<file path="src/rtl/sar_pkg.sv">
package sar_pkg;

  typedef enum logic [2:0] {
    M_ONCE   = 3'd0,
    M_REPEAT = 3'd1,
    M_SWEEP  = 3'd2,
    M_LOOP   = 3'd3,
    M_PRIO   = 3'd4
  } scan_mode_e;

  localparam int STEPS_8    = 49;
  localparam int STEPS_10   = 59;
  localparam int STEPS_SH8  = 28;
  localparam int STEPS_SH10 = 33;

  function automatic int conv_len(input logic res10, input logic sh);
    if (sh) return res10 ? STEPS_SH10 : STEPS_SH8;
    return res10 ? STEPS_10 : STEPS_8;
  endfunction

endpackage

</file>
<file path="src/rtl/sar_clkdiv.sv">
module sar_clkdiv #(
  parameter int DIVW = 2
) (
  input  logic            clk,
  input  logic            rst_n,
  input  logic            run,
  input  logic            restart,
  input  logic [DIVW-1:0] div,
  output logic            tick
);
  logic [DIVW-1:0] cnt;

  assign tick = run && !restart && (cnt == div);

  always_ff @(posedge clk) begin
    if (!rst_n)                 cnt <= '0;
    else if (restart || !run)   cnt <= '0;
    else if (tick)              cnt <= '0;
    else                        cnt <= cnt + 1'b1;
  end

  AST_TICK_GAP: assert property (@(posedge clk) disable iff (!rst_n)
    (tick && div != '0) |=> !tick);

endmodule

</file>
<file path="src/rtl/sar_core.sv">
module sar_core #(
  parameter int RESW = 10,
  parameter int LOWW = 8,
  parameter int CNTW = 6,
  parameter int SAMP = 3
) (
  input  logic            clk,
  input  logic            rst_n,
  input  logic            run,
  input  logic            restart,
  input  logic            tick,
  input  logic            res10,
  input  logic            sh,
  input  logic            cmp_in,
  output logic [RESW-1:0] dac_code,
  output logic [RESW-1:0] result,
  output logic            chan_done
);
  localparam int BITW  = $clog2(RESW + 1);
  localparam int SHIFT = RESW - LOWW;

  logic [CNTW-1:0] cnt, last_step, off;
  logic [BITW-1:0] nbits, bitpos;
  logic            in_bits;
  logic [RESW-1:0] acc, trial;

  assign last_step = CNTW'(sar_pkg::conv_len(res10, sh) - 1);
  assign nbits     = res10 ? BITW'(RESW) : BITW'(LOWW);
  assign off       = cnt - CNTW'(SAMP);
  assign in_bits   = (cnt >= CNTW'(SAMP)) && (off < CNTW'(nbits));
  assign bitpos    = nbits - BITW'(1) - off[BITW-1:0];
  assign trial     = in_bits ? (acc | (RESW'(1) << bitpos)) : acc;
  assign dac_code  = res10 ? trial : (trial << SHIFT);
  assign chan_done = tick && (cnt == last_step);
  assign result    = acc;

  always_ff @(posedge clk) begin
    if (!rst_n) begin
      cnt <= '0;
      acc <= '0;
    end else if (restart || !run) begin
      cnt <= '0;
      acc <= '0;
    end else if (tick) begin
      if (cnt == last_step) begin
        cnt <= '0;
        acc <= '0;
      end else begin
        cnt <= cnt + 1'b1;
        if (in_bits && cmp_in) acc <= trial;
      end
    end
  end

  AST_STEP_BOUND: assert property (@(posedge clk) disable iff (!rst_n)
    cnt <= last_step);
  AST_NARROW_RESULT: assert property (@(posedge clk) disable iff (!rst_n)
    (chan_done && !res10) |-> (result[RESW-1:LOWW] == '0));

endmodule

</file>
<file path="src/rtl/sar_chsel.sv">
module sar_chsel #(
  parameter int NCH = 8
) (
  input  logic                   clk,
  input  logic                   rst_n,
  input  logic                   restart,
  input  logic                   adv,
  input  logic [2:0]             mode,
  input  logic [$clog2(NCH)-1:0] sel,
  input  logic [$clog2(NCH)-2:0] grp,
  output logic [$clog2(NCH)-1:0] chan,
  output logic                   last
);
  import sar_pkg::*;
  localparam int CHW  = $clog2(NCH);
  localparam int POSW = CHW + 1;

  logic [POSW-1:0] pos, end_grp, end_prio, wrap;
  logic            is_once;

  assign end_grp  = POSW'({grp, 1'b1});
  assign end_prio = POSW'({grp, 2'b11});
  assign is_once  = !(mode inside {M_REPEAT, M_SWEEP, M_LOOP, M_PRIO});

  always_comb begin
    case (mode)
      M_SWEEP, M_LOOP: begin chan = pos[CHW-1:0];               wrap = end_grp;  end
      M_PRIO:          begin chan = pos[0] ? pos[CHW:1] : sel;  wrap = end_prio; end
      default:         begin chan = sel;                        wrap = '0;       end
    endcase
  end

  assign last = is_once || ((mode == M_SWEEP) && (pos == end_grp));

  always_ff @(posedge clk) begin
    if (!rst_n)        pos <= '0;
    else if (restart)  pos <= '0;
    else if (adv)      pos <= (pos == wrap) ? '0 : pos + 1'b1;
  end

  AST_PRIO_SLOT: assert property (@(posedge clk) disable iff (!rst_n)
    ((mode == M_PRIO) && !pos[0]) |-> (chan == sel));

endmodule

</file>
<file path="src/rtl/sar_resbank.sv">
module sar_resbank #(
  parameter int NCH  = 8,
  parameter int RESW = 10
) (
  input  logic                   clk,
  input  logic                   rst_n,
  input  logic                   wr,
  input  logic [$clog2(NCH)-1:0] wchan,
  input  logic [RESW-1:0]        wdata,
  input  logic [$clog2(NCH)-1:0] rchan,
  output logic [RESW-1:0]        rdata
);
  localparam int CHW = $clog2(NCH);
  logic [RESW-1:0] regs [NCH];

  for (genvar c = 0; c < NCH; c++) begin : g_slot
    always_ff @(posedge clk) begin
      if (!rst_n)                          regs[c] <= '0;
      else if (wr && wchan == CHW'(c))     regs[c] <= wdata;
    end
  end

  assign rdata = regs[rchan];

endmodule

</file>
<file path="src/rtl/sar_seq.sv">
module sar_seq #(
  parameter int NCH  = 8,
  parameter int RESW = 10,
  parameter int DIVW = 2,
  parameter int SAMP = 3
) (
  input  logic                   clk,
  input  logic                   rst_n,
  input  logic [2:0]             cfg_mode,
  input  logic [$clog2(NCH)-1:0] cfg_chan,
  input  logic [$clog2(NCH)-2:0] cfg_grp,
  input  logic                   cfg_res10,
  input  logic                   cfg_sh,
  input  logic [DIVW-1:0]        cfg_div,
  input  logic                   start_wr,
  input  logic                   start_wdata,
  input  logic                   trig_en,
  input  logic                   trig_n,
  output logic                   busy,
  output logic                   done_irq,
  output logic [$clog2(NCH)-1:0] conv_chan,
  output logic [RESW-1:0]        dac_code,
  input  logic                   cmp_in,
  input  logic [$clog2(NCH)-1:0] rd_chan,
  output logic [RESW-1:0]        rd_data
);
  localparam int CNTW = $clog2(sar_pkg::STEPS_10 + 1);

  logic run, trig_q, sw_start, sw_stop, ext_start, restart;
  logic tick, chan_done, last, end_evt;
  logic [RESW-1:0] result;

  assign sw_start  = start_wr && start_wdata && !run;
  assign sw_stop   = start_wr && !start_wdata;
  assign ext_start = trig_en && trig_q && !trig_n;
  assign restart   = sw_start || ext_start;
  assign end_evt   = chan_done && last && !sw_stop;

  always_ff @(posedge clk) begin
    if (!rst_n) begin
      run      <= 1'b0;
      trig_q   <= 1'b1;
      done_irq <= 1'b0;
    end else begin
      trig_q   <= trig_n;
      done_irq <= end_evt;
      if (restart)                   run <= 1'b1;
      else if (sw_stop || end_evt)   run <= 1'b0;
    end
  end

  assign busy = run;

  sar_clkdiv #(.DIVW(DIVW)) u_div (
    .clk(clk), .rst_n(rst_n), .run(run), .restart(restart),
    .div(cfg_div), .tick(tick)
  );

  sar_core #(.RESW(RESW), .LOWW(8), .CNTW(CNTW), .SAMP(SAMP)) u_core (
    .clk(clk), .rst_n(rst_n), .run(run), .restart(restart), .tick(tick),
    .res10(cfg_res10), .sh(cfg_sh), .cmp_in(cmp_in),
    .dac_code(dac_code), .result(result), .chan_done(chan_done)
  );

  sar_chsel #(.NCH(NCH)) u_chsel (
    .clk(clk), .rst_n(rst_n), .restart(restart), .adv(chan_done),
    .mode(cfg_mode), .sel(cfg_chan), .grp(cfg_grp),
    .chan(conv_chan), .last(last)
  );

  sar_resbank #(.NCH(NCH), .RESW(RESW)) u_res (
    .clk(clk), .rst_n(rst_n), .wr(chan_done), .wchan(conv_chan),
    .wdata(result), .rchan(rd_chan), .rdata(rd_data)
  );

  AST_DONE_ONE_CYCLE: assert property (@(posedge clk) disable iff (!rst_n)
    done_irq |=> !done_irq);
  AST_DONE_IDLE: assert property (@(posedge clk) disable iff (!rst_n)
    done_irq |-> !busy);
  AST_TRIG_DISABLED: assert property (@(posedge clk) disable iff (!rst_n)
    (!busy && !trig_en && !start_wr) |=> !busy);

endmodule

</file>
<file path="config.mk">
export PLATFORM = sky130hd
export DESIGN_NAME = sar_seq
export DESIGN_NICKNAME = d
export VERILOG_FILES = /design/src/rtl/sar_pkg.sv /design/src/rtl/sar_clkdiv.sv /design/src/rtl/sar_core.sv /design/src/rtl/sar_chsel.sv /design/src/rtl/sar_resbank.sv /design/src/rtl/sar_seq.sv
export SDC_FILE = /design/constraint.sdc
export NUM_CORES = 1
export LEC_CHECK = 0
export ABC_CLOCK_PERIOD_IN_PS = 4800
export BUFFER_PORTS_ARGS = -buffer_cell sky130_fd_sc_hd__buf_2
export CORE_UTILIZATION = 60
export DETAILED_ROUTE_END_ITERATION = 8
export PLACE_DENSITY_LB_ADDON = 0.25
export SETUP_SLACK_MARGIN = 0.3
export SLEW_MARGIN = 10
export SYNTH_ARGS = -nofsm -noshare
export SYNTH_HDL_FRONTEND = slang
export SYNTH_SLANG_ARGS = --single-unit
export TNS_END_PERCENT = 100
</file>
<file path="constraint.sdc">
create_clock -name clk -period 4.8 [get_ports clk]
set_clock_uncertainty 0.05 [all_clocks]
set_input_delay 0.96 -clock clk [delete_from_list [all_inputs] [get_ports clk]]
set_output_delay 0.96 -clock clk [all_outputs]
set_load 0.005 [all_outputs]
</file>
Word-level counts from Yosys, hierarchy flattened --
Memories as Yosys holds them, arrays and structs flattened. Cells that the tools add are included.
Storage, ports and cells: register bits 25, bits in latches 0, bits in writable memories 80, ROM bits 0, output and inout port bits 25, word-level logic and storage cells 133, memories kept 1
Memories:
- u_res.regs | depth 8, width 10, rd ports 1, clocked after Yosys merged registers in 0, wr ports 8, RTL line sar_resbank.sv:14 | logic [RESW-1:0] regs [NCH];
Operators by class: add/subtract/negate cells 7, $mul 0, divide/modulo/power cells 0, order comparisons 2, equality and inequality tests 15, shifts and indexed selects 1, muxes and demuxes 50, bitwise operators 10, reductions and logical operators 40
Operators by type and width (number):
- $mux 10 | 12
- $mux 1 | 28
- $mux 6 | 4
- $logic_and 1x1->1 | 21
- $eq 3x3->1 const B | 5
- $eq 3x2->1 const B | 4
- $sub 6x2->6 const B | 2
- $or 10x10->10 | 1
- $shl 1x4->10 const A | 1
- $mux 4 | 2
- $or 1x1->1 | 8
- $pmux 4 s2 | 1
- $add 6x1->6 const B | 1
- $eq 3x1->1 const B | 2
- $eq 6x6->1 | 1
- $ge 6x2->1 const B | 1
- $logic_not 1->1 | 6
- $lt 6x4->1 | 1
- $pmux 3 s2 | 1
- $reduce_or 2->1 | 3
- $add 4x1->4 const B | 1
- $eq 4x3->1 | 1
- $eq 4x4->1 | 1
- $logic_or 1x1->1 | 4
- 12 further kinds | 13

Logic depth before layout (Yosys ltp) --
depth after elaboration 12, mapped depth 11, depth with buffers taken out 9

Cells and area by module --
A second synthesis with hierarchy kept.
Second synthesis, totals: cells, all modules 454, area, all modules 5635.4 sq um
By module, submodules not included:
- sar_resbank | times used 1, cells an instance 238, area an instance 3661.0 sq um
- sar_core | times used 1, cells an instance 130, area an instance 1239.9 sq um
- sar_chsel | times used 1, cells an instance 61, area an instance 478.0 sq um
- sar_clkdiv | times used 1, cells an instance 13, area an instance 130.1 sq um
- sar_seq | times used 1, cells an instance 12, area an instance 126.4 sq um

Worst setup path after synthesis --
Ideal clock, no wire load.
path kind input to register, from in cfg_res10, to mem u_res.regs[0][0] (enable), setup time 391 ps, data arrival time 3880 ps, required time 4359 ps, setup slack 480 ps, stages on the path 10, buffers on the path 3, cell sequence clkbuf_1 clkbuf_1 inv_1 ha_1 or3b_1 mux2i_1 and3_1 clkbuf_1 nand3_1 o21ai_0
RTL lines:
- start: declaration | RTL line sar_seq.sv:12 | input logic cfg_res10,
- end: declaration | RTL line sar_resbank.sv:14

Final worst setup path --
from reg u_core.cnt[0], to out dac_code[9]
On the way: word-level cells in the longest chain between the ends 6, elaborated cells on any way between the ends 9
Ends and longest elaborated chain:
- start: declaration | RTL line sar_core.sv:22 | logic [CNTW-1:0] cnt, last_step, off;
- start signal: assignment | RTL line sar_core.sv:49 | cnt <= cnt + 1'b1;
- $sub 6x2->6 | RTL line sar_core.sv:29 | assign off = cnt - CNTW'(SAMP);
- $sub 4x4->4 | RTL line sar_core.sv:31 | assign bitpos = nbits - BITW'(1) - off[BITW-1:0];
- $shl 1x4->10 | RTL line sar_core.sv:32 | assign trial = in_bits ? (acc | (RESW'(1) << bitpos)) : acc;
- $or 10x10->10 | RTL line sar_core.sv:32
- $mux 10 * | RTL line sar_core.sv:32
- $mux 10 * | RTL line sar_core.sv:33 | assign dac_code = res10 ? trial : (trial << SHIFT);
- end: declaration | RTL line sar_seq.sv:22 | output logic [RESW-1:0] dac_code,
Mark *: on every way between the ends. The rest lies on a longest branch, timed or not.

==> impl_metrics.csv <==
group,metric,value,unit
run_status,status,"completed",
setup_path,slowest_delay,0.78,ns
placement,io_buffers,46,
timing,tightestPinTransition,0.773,ns
synth,synth_area_leaders,"edfxtp_1, and2_1, dfxtp_1, mux4_2, nor4_4",
synth,ys_seq_elements,105,
setup_path,timing.rr.end,"u_res.regs[4][9]$_SDFFCE_PN0P_",
drt,drt_first_pass_iters,5,
synth,syn-num-nets,483,
finish,nets,517,
timing,fin_worst_hold_slack,0.426,ns
drt,post_drt_wl_per_cell,18.6,um
synth,synth_largest_area_cell,"edfxtp_1",
global_route,grt_pass1_vias,3503,
drt,drt_iter0_markers,141,
cts,cts_buffers,9,
global_route,grt_max_degree,22,
cts,cts.clk_slew.worst_paths,0.09,ns
finish,antenna_cells,0,
cts,hold_buffers,0,
setup_path,cp-start-kind,"flip-flop",
min_path,hold_depth,1,
setup_path,crit_chain,"ha_1 > xor2_1 > ha_1 > xnor2_1 > xnor2_1 > a2111oi_4 > buf_4 > a311oi_1 > a21oi_1 > buf_2",
finish,stdcell_count,603,
finish,seq_area,0.00290,mm2
cts,post-cts-setup-buffers,0,
power,p_leak,2.13,nW
drt,routed_via_density,6.04,
floorplanning,dieArea,0.00985,mm2
synth,ys_seq_area_share,51.2,%
placement,hpwl,7.80,mm
floorplanning,core,0.00920,mm2
cts,htreeDepth,3,
global_route,grtUsageTotal,24.0,%
setup_path,reg2reg_depth,5,
drt,drc,0,
finish,n_fill_cell,684,
floorplanning,rows,35,
floorplanning,start_util,61.7,%
placement,pre_cts_slack,0.786,ns
synth,synth-main-ff-cell,"edfxtp_1",
finish,multi_input_area,0.00258,mm2
setup_path,regToRegSetupSlack,1.96,ns
global_route,antenna_found_initial,0,
job,cap_violations,0,
finish,syn_to_final_growth,8.27,%
drt,drtAntennaViolNets,0,
timing,hold_violations,0,
timing,final.setup.tns,0,ns
power,power-per-cell-area,275,mW/mm2
synth,yosys.area.top_type_share,42.3,%
timing,finalCritPeriodShare,88.1,%
drt,wl,11.2,mm
power,peakVddDrop,0.141,mV
timing,timing.fmax,236,MHz
setup_path,critical_path_required,3.79,ns
synth,synth_area,0.00567,mm2
synth,synth_edf_count,80,
synth,synthArstFlopShare,0,%
floorplanning,ios,47,
cts,root_buffer,"clkbuf_8",
synth,synth_cell_types,67,
min_path,hp-start,"u_div.cnt[0]$_SDFF_PP0_",
cts,clock_latency,0.36,ns
floorplanning,chipWidth,99.2,um
timing,post-route-min-period,4.23,ns
setup_path,cp_data_arrival_time,3.22,ns
min_path,hp-class,"reg -> reg",
global_route,grt_overflow_total,0,
cts,cts_tree,"yes",
finish,post-route-cell-area,0.00614,mm2
setup_path,cp_max_fo,21,
global_route,grt_pass1_wl,17.9,mm
timing,max-slew-margin-rel,48.1,%
synth,avgSynthCellArea,12.5,um2
timing,worst_slack,0.572,ns
placement,dpl.cell_count,588,
timing,rsz0062_at_grt,"no",
placement,postPlaceCellArea,0.00597,mm2
timing,setup-violations-final,0,
setup_path,crit_path_end_kind,"output pin",
cts,cts_resized,0,
drt,vias,3642,
finish,drive_above_1_share,24.4,%
cts,cts.sinks,105,
setup_path,r2r_start,"u_core.cnt[0]$_SDFFE_PP0P_",
placement,gp_routability_congestion,0.804,
timing,maxSlewViolCount,0,
floorplanning,die_y,99.2,um
setup_path,critPathKind,"reg -> out",
setup_path,cpMaxStageDelayCell,"dfxtp_1",
synth,yosysWarnings,0,
cts,clockBufferDepth,2,
synth,synth_cells,454,
min_path,hold_end,"u_div.cnt[0]$_SDFF_PP0_",
[metrics by stage]
stage / util, % / power, mW
finish: 66.8 / 1.69
global route: 66.8 / 1.74
CTS: 66.8 / 1.70
detailed placement: 64.9 / 1.21
global placement: 64.9 / 1.21
floorplan: - / 1.15
[sequential cells by signal, indices dropped and copies added, names as in the netlist]
| signal | count |
|---|---|
| u_res.regs | 80 |
| u_core.result | 10 |
| u_core.cnt | 6 |
| u_chsel.pos | 4 |
| u_div.cnt | 2 |
| busy | 1 |
| done_irq | 1 |
| trig_q | 1 |
[worst max path at each step]
stage	startpoint	slack, ns	to
global route	u_core.cnt[0]$_SDFFE_PP0P_	0.35	dac_code[8]
finish	u_core.cnt[0]$_SDFFE_PP0P_	0.57	dac_code[9]
global placement	cfg_res10	0.86	dac_code[9]
floorplan	cfg_res10	0.48	u_res.regs[0][0]$_SDFFCE_PN0P_
detailed placement	cfg_res10	0.79	dac_code[9]
CTS	u_core.cnt[0]$_SDFFE_PP0P_	0.60	dac_code[9]
[cell families after synthesis]
kind of cell,synth area share [%]
AO/OA/AOI/OAI,9.81
AND/OR/NAND/NOR,20.8
buffers and inverters,3.26
multiplexers,10.8
XOR/XNOR,2.62
flip-flops,51.2
adder cells (fa/ha/maj),1.54
[metal layers]
metal	wire length, um	vias up	GRT usage, %	part of all wire (%)
li1	-	1763	-	-
met1	4720	1763	29.9	42
met2	5850	102	42.9	52
met3	479	14	3.09	4.3
met4	158	0	8.71	1.4
met5	0	-	0	0
[power breakdown]
group	internal (mW)	switching, mW	total [mW]
Clock	0.192	0.306	0.498
Sequential	1.01	0.0106	1.02
Combinational	0.0777	0.0926	0.170
[cells in the final DEF (no fill, tap or decap), drive strengths merged, types with 11 or more instances in the layout]
cell	Yosys	final
and2	83	83
a21oi	14	14
xnor2	11	11
buf	12	55
o21ai	13	13
inv	10	12
nand2	15	15
nand3	11	11
dfxtp	25	25
edfxtp	80	80
mux4	20	20
nor2	21	21
[final cells by class]
cell class / count / area share, %
Sequential cell: 105 / 47.3
Multi-Input combinational cell: 307 / 42.1
Timing Repair Buffer: 55 / 4.85
Tap cell: 111 / 2.26
Clock buffer: 9 / 2.02
Clock inverter: 6 / 0.835
Inverter: 10 / 0.693
[worst max-delay path, delay by kind of cell (launching register included)]
kind / cells / cell delay, ns
adder cells (fa/ha/maj): 2 / 0.54
XOR/XNOR: 3 / 0.52
AO/OA/AOI/OAI: 3 / 0.62
flip-flops: 1 / 0.78
buffers and inverters: 2 / 0.38
[cells in the mapped netlist, drive strengths merged (11+ instances only)]
library cell	count
edfxtp	80
o21ai	13
mux4	20
a21oi	14
nor2	21
nand3	11
nand2	15
dfxtp	25
and2	83
buf	12
clkbuf	20
xnor2	11
Power figures use the tool's default switching activity.
